## config.mk

```make
export PLATFORM = sky130hd
export DESIGN_NAME = slot_tag_ctrl
export DESIGN_NICKNAME = d
export VERILOG_FILES = /design/src/rtl/slot_tag_pkg.sv /design/src/rtl/tag_lfsr.sv /design/src/rtl/tag_slot_counter.sv /design/src/rtl/tag_phase_fsm.sv /design/src/rtl/slot_tag_ctrl.sv
export SDC_FILE = /design/constraint.sdc
export NUM_CORES = 1
export LEC_CHECK = 0
export ABC_AREA = 0
export BUFFER_PORTS_ARGS = -buffer_cell sky130_fd_sc_hd__buf_2
export CAP_MARGIN = 20
export CORE_MARGIN = 8
export CORE_UTILIZATION = 50
export CTS_BUF_LIST = sky130_fd_sc_hd__clkbuf_8
export CTS_CLUSTER_DIAMETER = 100
export CTS_CLUSTER_SIZE = 25
export DETAILED_ROUTE_END_ITERATION = 10
export GPL_ROUTABILITY_DRIVEN = 1
export GPL_TIMING_DRIVEN = 0
export MAX_ROUTING_LAYER = met4
export PLACE_DENSITY = 0.81
export REMOVE_ABC_BUFFERS = 1
export SYNTH_ARGS = -nofsm -noshare
export SYNTH_HDL_FRONTEND = slang
export SYNTH_HIERARCHICAL = 1
export SYNTH_SLANG_ARGS = --single-unit
```

## constraint.sdc

```tcl
create_clock -name clk -period 3.15 [get_ports clk]
set_clock_uncertainty 0.1 [all_clocks]
set_input_delay 0.315 -clock clk [delete_from_list [all_inputs] [get_ports clk]]
set_output_delay 0.315 -clock clk [all_outputs]
set_load 0.01 [all_outputs]
```

## src/rtl/slot_tag_pkg.sv

```systemverilog
package slot_tag_pkg;

  localparam int SLOT_W = 16;
  localparam int Q_W    = 5;
  localparam int PH_W   = 3;

  typedef enum logic [2:0] {
    OP_NONE   = 3'd0,
    OP_LOAD   = 3'd1,
    OP_STEP   = 3'd2,
    OP_ACK    = 3'd3,
    OP_REDRAW = 3'd4,
    OP_CLEAR  = 3'd5
  } op_e;

  typedef enum logic [PH_W-1:0] {
    PH_IDLE    = 3'd0,
    PH_COUNT   = 3'd1,
    PH_HANDLE  = 3'd2,
    PH_DATA    = 3'd3,
    PH_RETIRED = 3'd4
  } phase_e;

  // Low Q bits set; Q of SLOT_W or more keeps the whole word.
  function automatic logic [SLOT_W-1:0] range_mask(input logic [Q_W-1:0] q);
    logic [SLOT_W-1:0] m;
    if (int'(q) >= SLOT_W) m = '1;
    else                   m = (SLOT_W'(1) << q) - SLOT_W'(1);
    return m;
  endfunction

  function automatic logic [SLOT_W-1:0] draw_slot(input logic [SLOT_W-1:0] rnd,
                                                 input logic [Q_W-1:0]    q);
    return rnd & range_mask(q);
  endfunction

endpackage

```

## src/rtl/tag_lfsr.sv

```systemverilog
module tag_lfsr #(
  parameter int          W    = 16,
  parameter logic [W-1:0] SEED = 16'hACE1,
  parameter logic [W-1:0] TAPS = 16'hB400
) (
  input  logic         clk,
  input  logic         rst_n,
  output logic [W-1:0] state
);

  function automatic logic [W-1:0] lfsr_next(input logic [W-1:0] s);
    return {s[W-2:0], ^(s & TAPS)};
  endfunction

  always_ff @(posedge clk or negedge rst_n) begin
    if (!rst_n) state <= SEED;
    else        state <= lfsr_next(state);
  end

endmodule

```

## src/rtl/tag_slot_counter.sv

```systemverilog
module tag_slot_counter #(
  parameter int W = 16
) (
  input  logic         clk,
  input  logic         rst_n,
  input  logic         clear,
  input  logic         load,
  input  logic [W-1:0] load_val,
  input  logic         step,
  output logic [W-1:0] count
);

  logic can_step;
  assign can_step = step && (count != '0);

  always_ff @(posedge clk or negedge rst_n) begin
    if (!rst_n)        count <= '0;
    else if (clear)    count <= '0;
    else if (load)     count <= load_val;
    else if (can_step) count <= count - W'(1);
  end

endmodule

```

## src/rtl/tag_phase_fsm.sv

```systemverilog
module tag_phase_fsm
  import slot_tag_pkg::*;
(
  input  logic              clk,
  input  logic              rst_n,
  input  logic [2:0]        cmd_code,
  input  logic [Q_W-1:0]    cmd_q,
  input  logic [SLOT_W-1:0] cmd_handle,
  input  logic [SLOT_W-1:0] tag_handle,
  input  logic [SLOT_W-1:0] data_word,
  input  logic [SLOT_W-1:0] rnd,
  input  logic [SLOT_W-1:0] count,
  output phase_e            phase,
  output logic [Q_W-1:0]    q_cur,
  output logic              ctr_clear,
  output logic              ctr_load,
  output logic [SLOT_W-1:0] ctr_load_val,
  output logic              ctr_step,
  output logic              ev_slot_hit,
  output logic              ev_handle_match,
  output logic              reply_valid,
  output logic              reply_is_data,
  output logic [SLOT_W-1:0] reply_word
);

  op_e               op;
  phase_e            nxt_phase;
  logic [Q_W-1:0]    nxt_q;
  logic [SLOT_W-1:0] draw_new, draw_cur;
  logic              draw_en;
  logic              rv_n, rd_n;
  logic [SLOT_W-1:0] rw_n;
  logic              active;

  assign op              = op_e'(cmd_code);
  assign draw_new        = draw_slot(rnd, cmd_q);
  assign draw_cur        = draw_slot(rnd, q_cur);
  assign ev_handle_match = (cmd_handle == tag_handle);
  assign active          = (phase == PH_COUNT) || (phase == PH_HANDLE) || (phase == PH_DATA);

  always_comb begin
    nxt_phase    = phase;
    nxt_q        = q_cur;
    ctr_clear    = 1'b0;
    ctr_load     = 1'b0;
    ctr_load_val = '0;
    ctr_step     = 1'b0;
    draw_en      = 1'b0;
    ev_slot_hit  = 1'b0;
    rv_n         = 1'b0;
    rd_n         = 1'b0;
    rw_n         = '0;
    case (op)
      OP_CLEAR: begin
        nxt_phase = PH_IDLE;
        nxt_q     = '0;
        ctr_clear = 1'b1;
      end
      OP_LOAD: begin
        if (phase != PH_RETIRED) begin
          nxt_q        = cmd_q;
          ctr_load     = 1'b1;
          ctr_load_val = draw_new;
          draw_en      = 1'b1;
        end
      end
      OP_REDRAW: begin
        if (active) begin
          ctr_load     = 1'b1;
          ctr_load_val = draw_cur;
          draw_en      = 1'b1;
        end
      end
      OP_STEP: begin
        if (phase == PH_COUNT && count != '0) begin
          ctr_step = 1'b1;
          if (count == SLOT_W'(1)) ev_slot_hit = 1'b1;
        end
      end
      OP_ACK: begin
        if (phase == PH_HANDLE) begin
          if (ev_handle_match) begin
            nxt_phase = PH_DATA;
            rv_n      = 1'b1;
            rd_n      = 1'b1;
            rw_n      = data_word;
          end else begin
            nxt_phase = PH_COUNT;
          end
        end else if (phase == PH_DATA) begin
          nxt_phase = ev_handle_match ? PH_RETIRED : PH_COUNT;
        end
      end
      default: ;
    endcase
    if (draw_en) begin
      if (ctr_load_val == '0) ev_slot_hit = 1'b1;
      else                    nxt_phase   = PH_COUNT;
    end
    if (ev_slot_hit) begin
      nxt_phase = PH_HANDLE;
      rv_n      = 1'b1;
      rd_n      = 1'b0;
      rw_n      = tag_handle;
    end
  end

  always_ff @(posedge clk or negedge rst_n) begin
    if (!rst_n) begin
      phase         <= PH_IDLE;
      q_cur         <= '0;
      reply_valid   <= 1'b0;
      reply_is_data <= 1'b0;
      reply_word    <= '0;
    end else begin
      phase         <= nxt_phase;
      q_cur         <= nxt_q;
      reply_valid   <= rv_n;
      reply_is_data <= rd_n;
      reply_word    <= rw_n;
    end
  end

endmodule

```

## src/rtl/slot_tag_ctrl.sv

```systemverilog
module slot_tag_ctrl
  import slot_tag_pkg::*;
#(
  parameter logic [15:0] LFSR_SEED = 16'hACE1,
  parameter logic [15:0] LFSR_TAPS = 16'hB400
) (
  input  logic        clk,
  input  logic        rst_n,
  input  logic [2:0]  cmd_code,
  input  logic [4:0]  cmd_q,
  input  logic [15:0] cmd_handle,
  input  logic [15:0] tag_handle,
  input  logic [15:0] data_word,
  output logic        reply_valid,
  output logic        reply_is_data,
  output logic [15:0] reply_word,
  output logic [15:0] slot_count,
  output logic [2:0]  tag_phase
);

  logic [SLOT_W-1:0] lfsr_state;
  logic [SLOT_W-1:0] ctr_load_val;
  logic              ctr_clear, ctr_load, ctr_step;
  logic [Q_W-1:0]    q_cur;
  logic              ev_slot_hit, ev_handle_match;
  phase_e            phase;

  tag_lfsr #(.W(SLOT_W), .SEED(LFSR_SEED), .TAPS(LFSR_TAPS)) u_lfsr (
    .clk   (clk),
    .rst_n (rst_n),
    .state (lfsr_state)
  );

  tag_slot_counter #(.W(SLOT_W)) u_ctr (
    .clk      (clk),
    .rst_n    (rst_n),
    .clear    (ctr_clear),
    .load     (ctr_load),
    .load_val (ctr_load_val),
    .step     (ctr_step),
    .count    (slot_count)
  );

  tag_phase_fsm u_fsm (
    .clk             (clk),
    .rst_n           (rst_n),
    .cmd_code        (cmd_code),
    .cmd_q           (cmd_q),
    .cmd_handle      (cmd_handle),
    .tag_handle      (tag_handle),
    .data_word       (data_word),
    .rnd             (lfsr_state),
    .count           (slot_count),
    .phase           (phase),
    .q_cur           (q_cur),
    .ctr_clear       (ctr_clear),
    .ctr_load        (ctr_load),
    .ctr_load_val    (ctr_load_val),
    .ctr_step        (ctr_step),
    .ev_slot_hit     (ev_slot_hit),
    .ev_handle_match (ev_handle_match),
    .reply_valid     (reply_valid),
    .reply_is_data   (reply_is_data),
    .reply_word      (reply_word)
  );

  assign tag_phase = phase;

endmodule

```

Word level (Yosys, flattened, before mapping):

Cells that the tools add are included.

* register bits: 58
* output and inout port bits: 37

* add/sub/neg operators: 3
* magnitude comparators: 2
* equality and inequality tests: 12
* shifts and indexed selects: 2
* mux-type cells: 38
* bitwise gates (word level): 2
* reductions and logical operators: 10

Operator list (count)
* 16-bit two-way mux: 11
* 16-bit AND: 2
* 16-bit one-hot mux with 2 select lines: 1
* 1-bit by 5-bit left shift with 16-bit output (first input constant): 2
* 16-bit by 2-bit subtractor with 16-bit output (second input constant): 2
* 3-bit two-way mux: 6
* 16-bit by 1-bit == test with 1-bit output (second input constant): 1
* 16-bit == test: 1
* 16-bit logical NOT: 1
* 16-bit nonzero test: 1
* 16-bit parity: 1
* 16-bit by 1-bit subtractor with 16-bit output (second input constant): 1
* 1-bit two-way mux: 15
* 3-bit by 2-bit == test with 1-bit output (second input constant): 4
* 5-bit greater-or-equal comparator (second input constant): 2
* 5-bit one-hot mux with 2 select lines: 1
* 3-bit by 1-bit == test with 1-bit output (second input constant): 2
* 3-bit == test (second input constant): 2
* 3-bit one-hot mux with 2 select lines: 1
* 5-bit two-way mux: 1
* 3-bit != test (second input constant): 1
* 3-bit nonzero test: 1
* 1-bit logical AND: 2
* 1-bit logical OR: 2
* other kinds (5): 5

Depth between registers and ports, before layout:

* depth after elaboration: 10
* gate-level depth with buffers: 13

Cells and area by module:

The synthesis kept the hierarchy.

Modules (own cells, without submodules)
* tag_phase_fsm: times used 1, cells an instance 279, area each 2307.2 um^2
* tag_slot_counter: times used 1, cells an instance 117, area each 1052.3 um^2
* tag_lfsr: times used 1, cells an instance 19, area each 436.7 um^2

Worst setup path before layout:

Ideal clock, no wire load.

* path kind: register to register
* start point: register u_fsm.q_cur[3]
* end point: register u_fsm.reply_word[0]
* arrival time: 2.971 ns
* path slack: 0.012 ns
* stages on the path, launching flop included: 14
* path buffers: 3
* clock period less this slack: 3.138 ns
* cells stage by stage: dfrtp_1 -> clkbuf_1 -> nor3_1 -> nand3_1 -> ha_1 -> buf_1 -> nor3b_1 -> a31oi_1 -> o221ai_1 -> o2bb2ai_1 -> or4_1 -> o41ai_4 -> buf_6 -> a22o_1

* word-level cells in the longest chain between the ends: 10
* elaborated cells on any way between the ends: 11
* classes of those cells: add/sub: 1; order compare: 1; shift: 1; mux: 6; bitwise: 1; reduce/logical: 1

Ends and longest elaborated chain
* from (decl): RTL line tag_phase_fsm.sv:14 `output logic [Q_W-1:0] q_cur,`
* from (signal assigned): RTL line tag_phase_fsm.sv:117 `q_cur <= nxt_q;`
* 1-bit by 5-bit left shift with 16-bit output: RTL line slot_tag_pkg.sv:28 `else m = (SLOT_W'(1) << q) - SLOT_W'(1);`
* 16-bit by 2-bit subtractor with 16-bit output: RTL line slot_tag_pkg.sv:28
* 16-bit two-way mux (*): RTL line slot_tag_pkg.sv:27 `if (int'(q) >= SLOT_W) m = '1;`
* 16-bit AND (*): RTL line slot_tag_pkg.sv:34 `return rnd & range_mask(q);`
* 16-bit two-way mux (*): RTL line tag_phase_fsm.sv:68 `if (active) begin`
* 16-bit one-hot mux with 2 select lines (*): RTL line tag_phase_fsm.sv:53 `case (op)`
* named net ctr_load_val[12]: RTL line slot_tag_ctrl.sv:22 `logic [SLOT_W-1:0] ctr_load_val;`
* 16-bit logical NOT (*): RTL line tag_phase_fsm.sv:97 `if (ctr_load_val == '0) ev_slot_hit = 1'b1;`
* 1-bit two-way mux (*): RTL line tag_phase_fsm.sv:97
* 1-bit two-way mux (*): RTL line tag_phase_fsm.sv:96 `if (draw_en) begin`
* 16-bit two-way mux (*): RTL line tag_phase_fsm.sv:100 `if (ev_slot_hit) begin`
* named net u_fsm.rw_n[0]: RTL line tag_phase_fsm.sv:32 `logic [SLOT_W-1:0] rw_n;`
* to (signal assigned): RTL line tag_phase_fsm.sv:120 `reply_word <= rw_n;`
* to (decl): RTL line tag_phase_fsm.sv:23 `output logic [SLOT_W-1:0] reply_word`

Mark *: on every way through the listed nets, which the timed path passes. The rest lies on a longest branch.
A chain may end at the register's enable or synchronous reset.

Final worst setup path:

* start point: register u_fsm.q_cur[2]
* end point: register u_fsm.reply_word[1]

* word-level cells in the longest chain between the ends: 10
* elaborated cells on any way between the ends: 11
* classes of those cells: add/sub: 1; order compare: 1; shift: 1; mux: 6; bitwise: 1; reduce/logical: 1

Ends and longest elaborated chain
* 1-bit by 5-bit left shift with 16-bit output: RTL line slot_tag_pkg.sv:28
* 16-bit by 2-bit subtractor with 16-bit output: RTL line slot_tag_pkg.sv:28
* 16-bit two-way mux (*): RTL line slot_tag_pkg.sv:27
* 16-bit AND (*): RTL line slot_tag_pkg.sv:34
* 16-bit two-way mux (*): RTL line tag_phase_fsm.sv:68
* 16-bit one-hot mux with 2 select lines (*): RTL line tag_phase_fsm.sv:53
* named net ctr_load_val[4]: RTL line slot_tag_ctrl.sv:22
* 16-bit logical NOT (*): RTL line tag_phase_fsm.sv:97
* 1-bit two-way mux (*): RTL line tag_phase_fsm.sv:97
* 1-bit two-way mux (*): RTL line tag_phase_fsm.sv:96
* named net ev_slot_hit: RTL line slot_tag_ctrl.sv:25 `logic ev_slot_hit, ev_handle_match;`
* 16-bit two-way mux (*): RTL line tag_phase_fsm.sv:100
* named net u_fsm.rw_n[1]: RTL line tag_phase_fsm.sv:32

Marks and branches as above.

==> impl_metrics.toml <==
[timing]
worstMarginPinSlew_ns = 0.906
fin_setup_tns_ns = -2.43
setup_ws_ns = -0.153
max_freq_ghz = 0.303
hold_viol_final = 0
fin_crit_sh_pct = 105
period_minus_slack_ns = 3.30
setup_viol = 19
rsz0062_at_grt = "true"
max_slew_margin_pct = 39.4
final_max_slew_viol_count = 0

[critical_path]
worstRegToRegCells = 11
rrSetupSlack_ns = -0.15
path_max_fanout = 7
r2r-start = "u_fsm/q_cur[2]$_DFFE_PN0P_"
crit_path_max_incr_delay_ns = 0.56
cp_common_cell = "a22o_1"
worstPathArrival_ns = 3.47
cp-start-kind = "flip-flop"
crit_chain = "nor3_4, nand3b_1, ha_4, a22o_1, a221oi_2, o22ai_2, or4b_4, o41ai_4, buf_6, clkbuf_16, a22o_1"
worstReg2RegEnd = "u_fsm/reply_word[1]$_DFF_PN0_"
cp.required_ns = 3.32
crit_slowest_cell = "or4b_4"
endpoint = "u_fsm/reply_word[1]$_DFF_PN0_"
setup.worst_path.start = "u_fsm/q_cur[2]$_DFFE_PN0P_"
crit_type = "reg -> reg"
end_kind = "flip-flop"

[run_status]
violations = "setup timing"
status = "finished, violations left"

[cells_and_area]
nFillCells = 622
fin_util_pct = 65.4
antennaDiodeCount = 0
final_cell_count_no_fill = 614
stdcell_area_um2 = 4770
areaGrowthSynthToFinish_pct = 25.7
drive_above_1_share_pct = 32.4
nNetsFinal = 571

[synthesis]
yosysMostFrequentCell = "dfrtp_1"
yosys_warnings = 6
synthCells = 415
async_flop_share_pct = 100
ys_seq_area_share_pct = 38.5
ys.flop_type = "dfrtp_1"
ys_ff_latch = 58
avgSynthCellArea_um2 = 9.15
syn_area_um2 = 3800
synth_top_area_cell = "dfrtp_1"
synth_edf_count = 0
synth.area.top_cells = "dfrtp_1 (33%), dfstp_2 (5.5%), xnor2_1 (4.6%), a22o_1 (4.4%), nor2_1 (3.2%)"
synthTopCellsByCount = "dfrtp_1 (50), nor2_1 (32), nand2_1 (30)"
synth_top_area_share_pct = 33.0
yosysUniqueCellTypes = 66

[placed_design]
dp_cells = 576
port_buffers = 94
gp_congestion = 0.900
placed_area_um2 = 4260
dpl.hpwl_mm = 8.05

[clock_network]
clockRootBuffer = "clkbuf_8"
clock_sinks = 58
htree_levels = 3
cts_inserted_buffers = 9
clockBufferDepth = 2
cts_tree = "done"
clock_insertion_delay_worst_skew_ns = 0.33
clk_pin_slew_ns = 0.07

[detailed_routing]
drtIter0Drc = 332
dr_total_vias = 3895
finalWirelength_mm = 11.9
post_drt_wl_per_cell_um = 19.4
firstDrtPassIters = 5
avgViaCountPerCell = 6.34
antenna_left = 0
drc = 0

[die]
core_um2 = 7290
initial_core_util_pct = 52.1
dieArea_um2 = 10600
die_h_um = 103
io-pin-count = 95
die_x_um = 103
core.rowCount = 31

[power]
vdd_ir_drop_max_v = 0.000442
seqPwrFrac_pct = 38.4
comb_power_share_pct = 29.9
switching_share_pct = 34.0
power.leakage_uw = 0.00214
p_sw_uw = 819
clkPwrFrac_pct = 31.7
p_total_uw = 2410
power.density_nw_per_um2 = 505
p_int_uw = 1590

[flow_run]
drv_cap = 0

[global_routing]
grt_usage_pct = 22.3
overflow = 0
grt_pass1_wl_mm = 17.8
grt_max_degree = 42
antenna_found_initial = 0
grt_pass1_vias = 3745

[hold_path]
worstHoldStart = "data_word[4]"
min_path_type = "in -> reg"
hold_path_depth = 2
cell usage in the layout, fill, tap and decap left out, drive strengths merged, types with 3 or more instances in the layout:
cell,n
nand4,8
a221oi,3
o31ai,8
o22ai,4
dfstp,8
nor3b,3
clkinvlp,3
nand2,30
o21a,6
a211oi,7
xnor2,20
ha,3
nor3,16
o211a,6
nor2,34
nor2b,4
a22o,19
a32o,3
a31oi,7
nor4,13
and3,5
nand2b,3
nand3,7
or3b,3
clkbuf,12
a21oi,13
or2,5
dfrtp,50
xor2,3
o21ai,14
nor4b,3
o21bai,6
o41ai,4
a311oi,10
buf,113
or4,12
inv,12
or3,5
layout make-up:
cell class                      instances  area (µm²)  area share, %
Clock inverter                          6        81.3           1.70
Timing Repair Buffer                  116         709           14.9
Inverter                               12        48.8           1.02
Sequential cell                        58        1470           30.8
Timing Repair inverter                  1        5.00          0.105
Clock buffer                           10         138           2.88
Multi-Input combinational cell        312        2200           46.1
Tap cell                               99         124           2.60
timing repair:
action,CTS,global route
gates resized for setup,14,8
hold buffers,1,0
endpoints found under the hold margin,13,0
pin swaps,1,25
setup endpoints to repair,19,20
cloned,0,4
buffers inserted,4,12
flip-flops by register name, summed over array words and instances, names as in the netlist:
signal               flops
u_fsm/reply_word        16
u_fsm/reply_is_data      1
u_fsm/q_cur              5
u_ctr/count             16
u_lfsr/state            16
u_fsm/phase              3
u_fsm/reply_valid        1
power by group through the flow:
| stage | sequential [µW] | clock [µW] | combinational [µW] |
|---|---|---|---|
| 4_1_cts | 926 | 773 | 636 |
| 2_1_floorplan | 948 | 0 | 340 |
| 6_report | 925 | 763 | 719 |
| 3_3_place_gp | 948 | 0 | 564 |
| 5_1_grt | 937 | 815 | 778 |
| 3_5_place_dp | 951 | 0 | 585 |
stage by stage:
step,hold WS (ns),setup WS (ns)
floorplan,-0.0806,-0.332
global placement,0.250,-0.955
detailed placement,0.177,-1.08
CTS,0.0803,0.00399
global route,0.0822,-0.232
finish,0.0956,-0.153
metal layers:
layer | up-vias | track usage (%) | share of wire, %
met5 | - | - | 0
met4 | 0 | 9.23 | 2.6
met3 | 33 | 5.20 | 7.6
met2 | 236 | 35.6 | 49
met1 | 1850 | 26.6 | 41
li1 | 1776 | - | -
how the worst min path moves through the flow:
| stage | end | slack [ns] |
|---|---|---|
| floorplan | u_ctr/count[0]$_DFFE_PN0P_ | -0.08 |
| global placement | u_lfsr/state[4]$_DFF_PN0_ | 0.25 |
| detailed placement | u_ctr/count[13]$_DFFE_PN0P_ | 0.18 |
| CTS | u_fsm/reply_word[0]$_DFF_PN0_ | 0.08 |
| global route | u_fsm/reply_word[8]$_DFF_PN0_ | 0.08 |
| finish | u_fsm/reply_word[4]$_DFF_PN0_ | 0.1 |
worst max-delay path, delay by kind of cell (launching register included):
family                   cells  cell delay (ns)
buffers and inverters        2             0.35
flip-flops                   1             0.43
AND/OR/NAND/NOR              3             1.01
AO/OA/AOI/OAI                5             1.13
adder cells (fa/ha/maj)      1             0.24
cell families after synthesis:
logic type               Yosys count  synth area share (%)
flip-flops                        58                  38.5
XOR/XNOR                          23                  5.31
AO/OA/AOI/OAI                    125                  26.2
buffers and inverters             45                  5.21
AND/OR/NAND/NOR                  159                  23.3
adder cells (fa/ha/maj)            3                 0.989
multiplexers                       2                 0.527
Note: power is estimated with default switching activity, not from simulation.
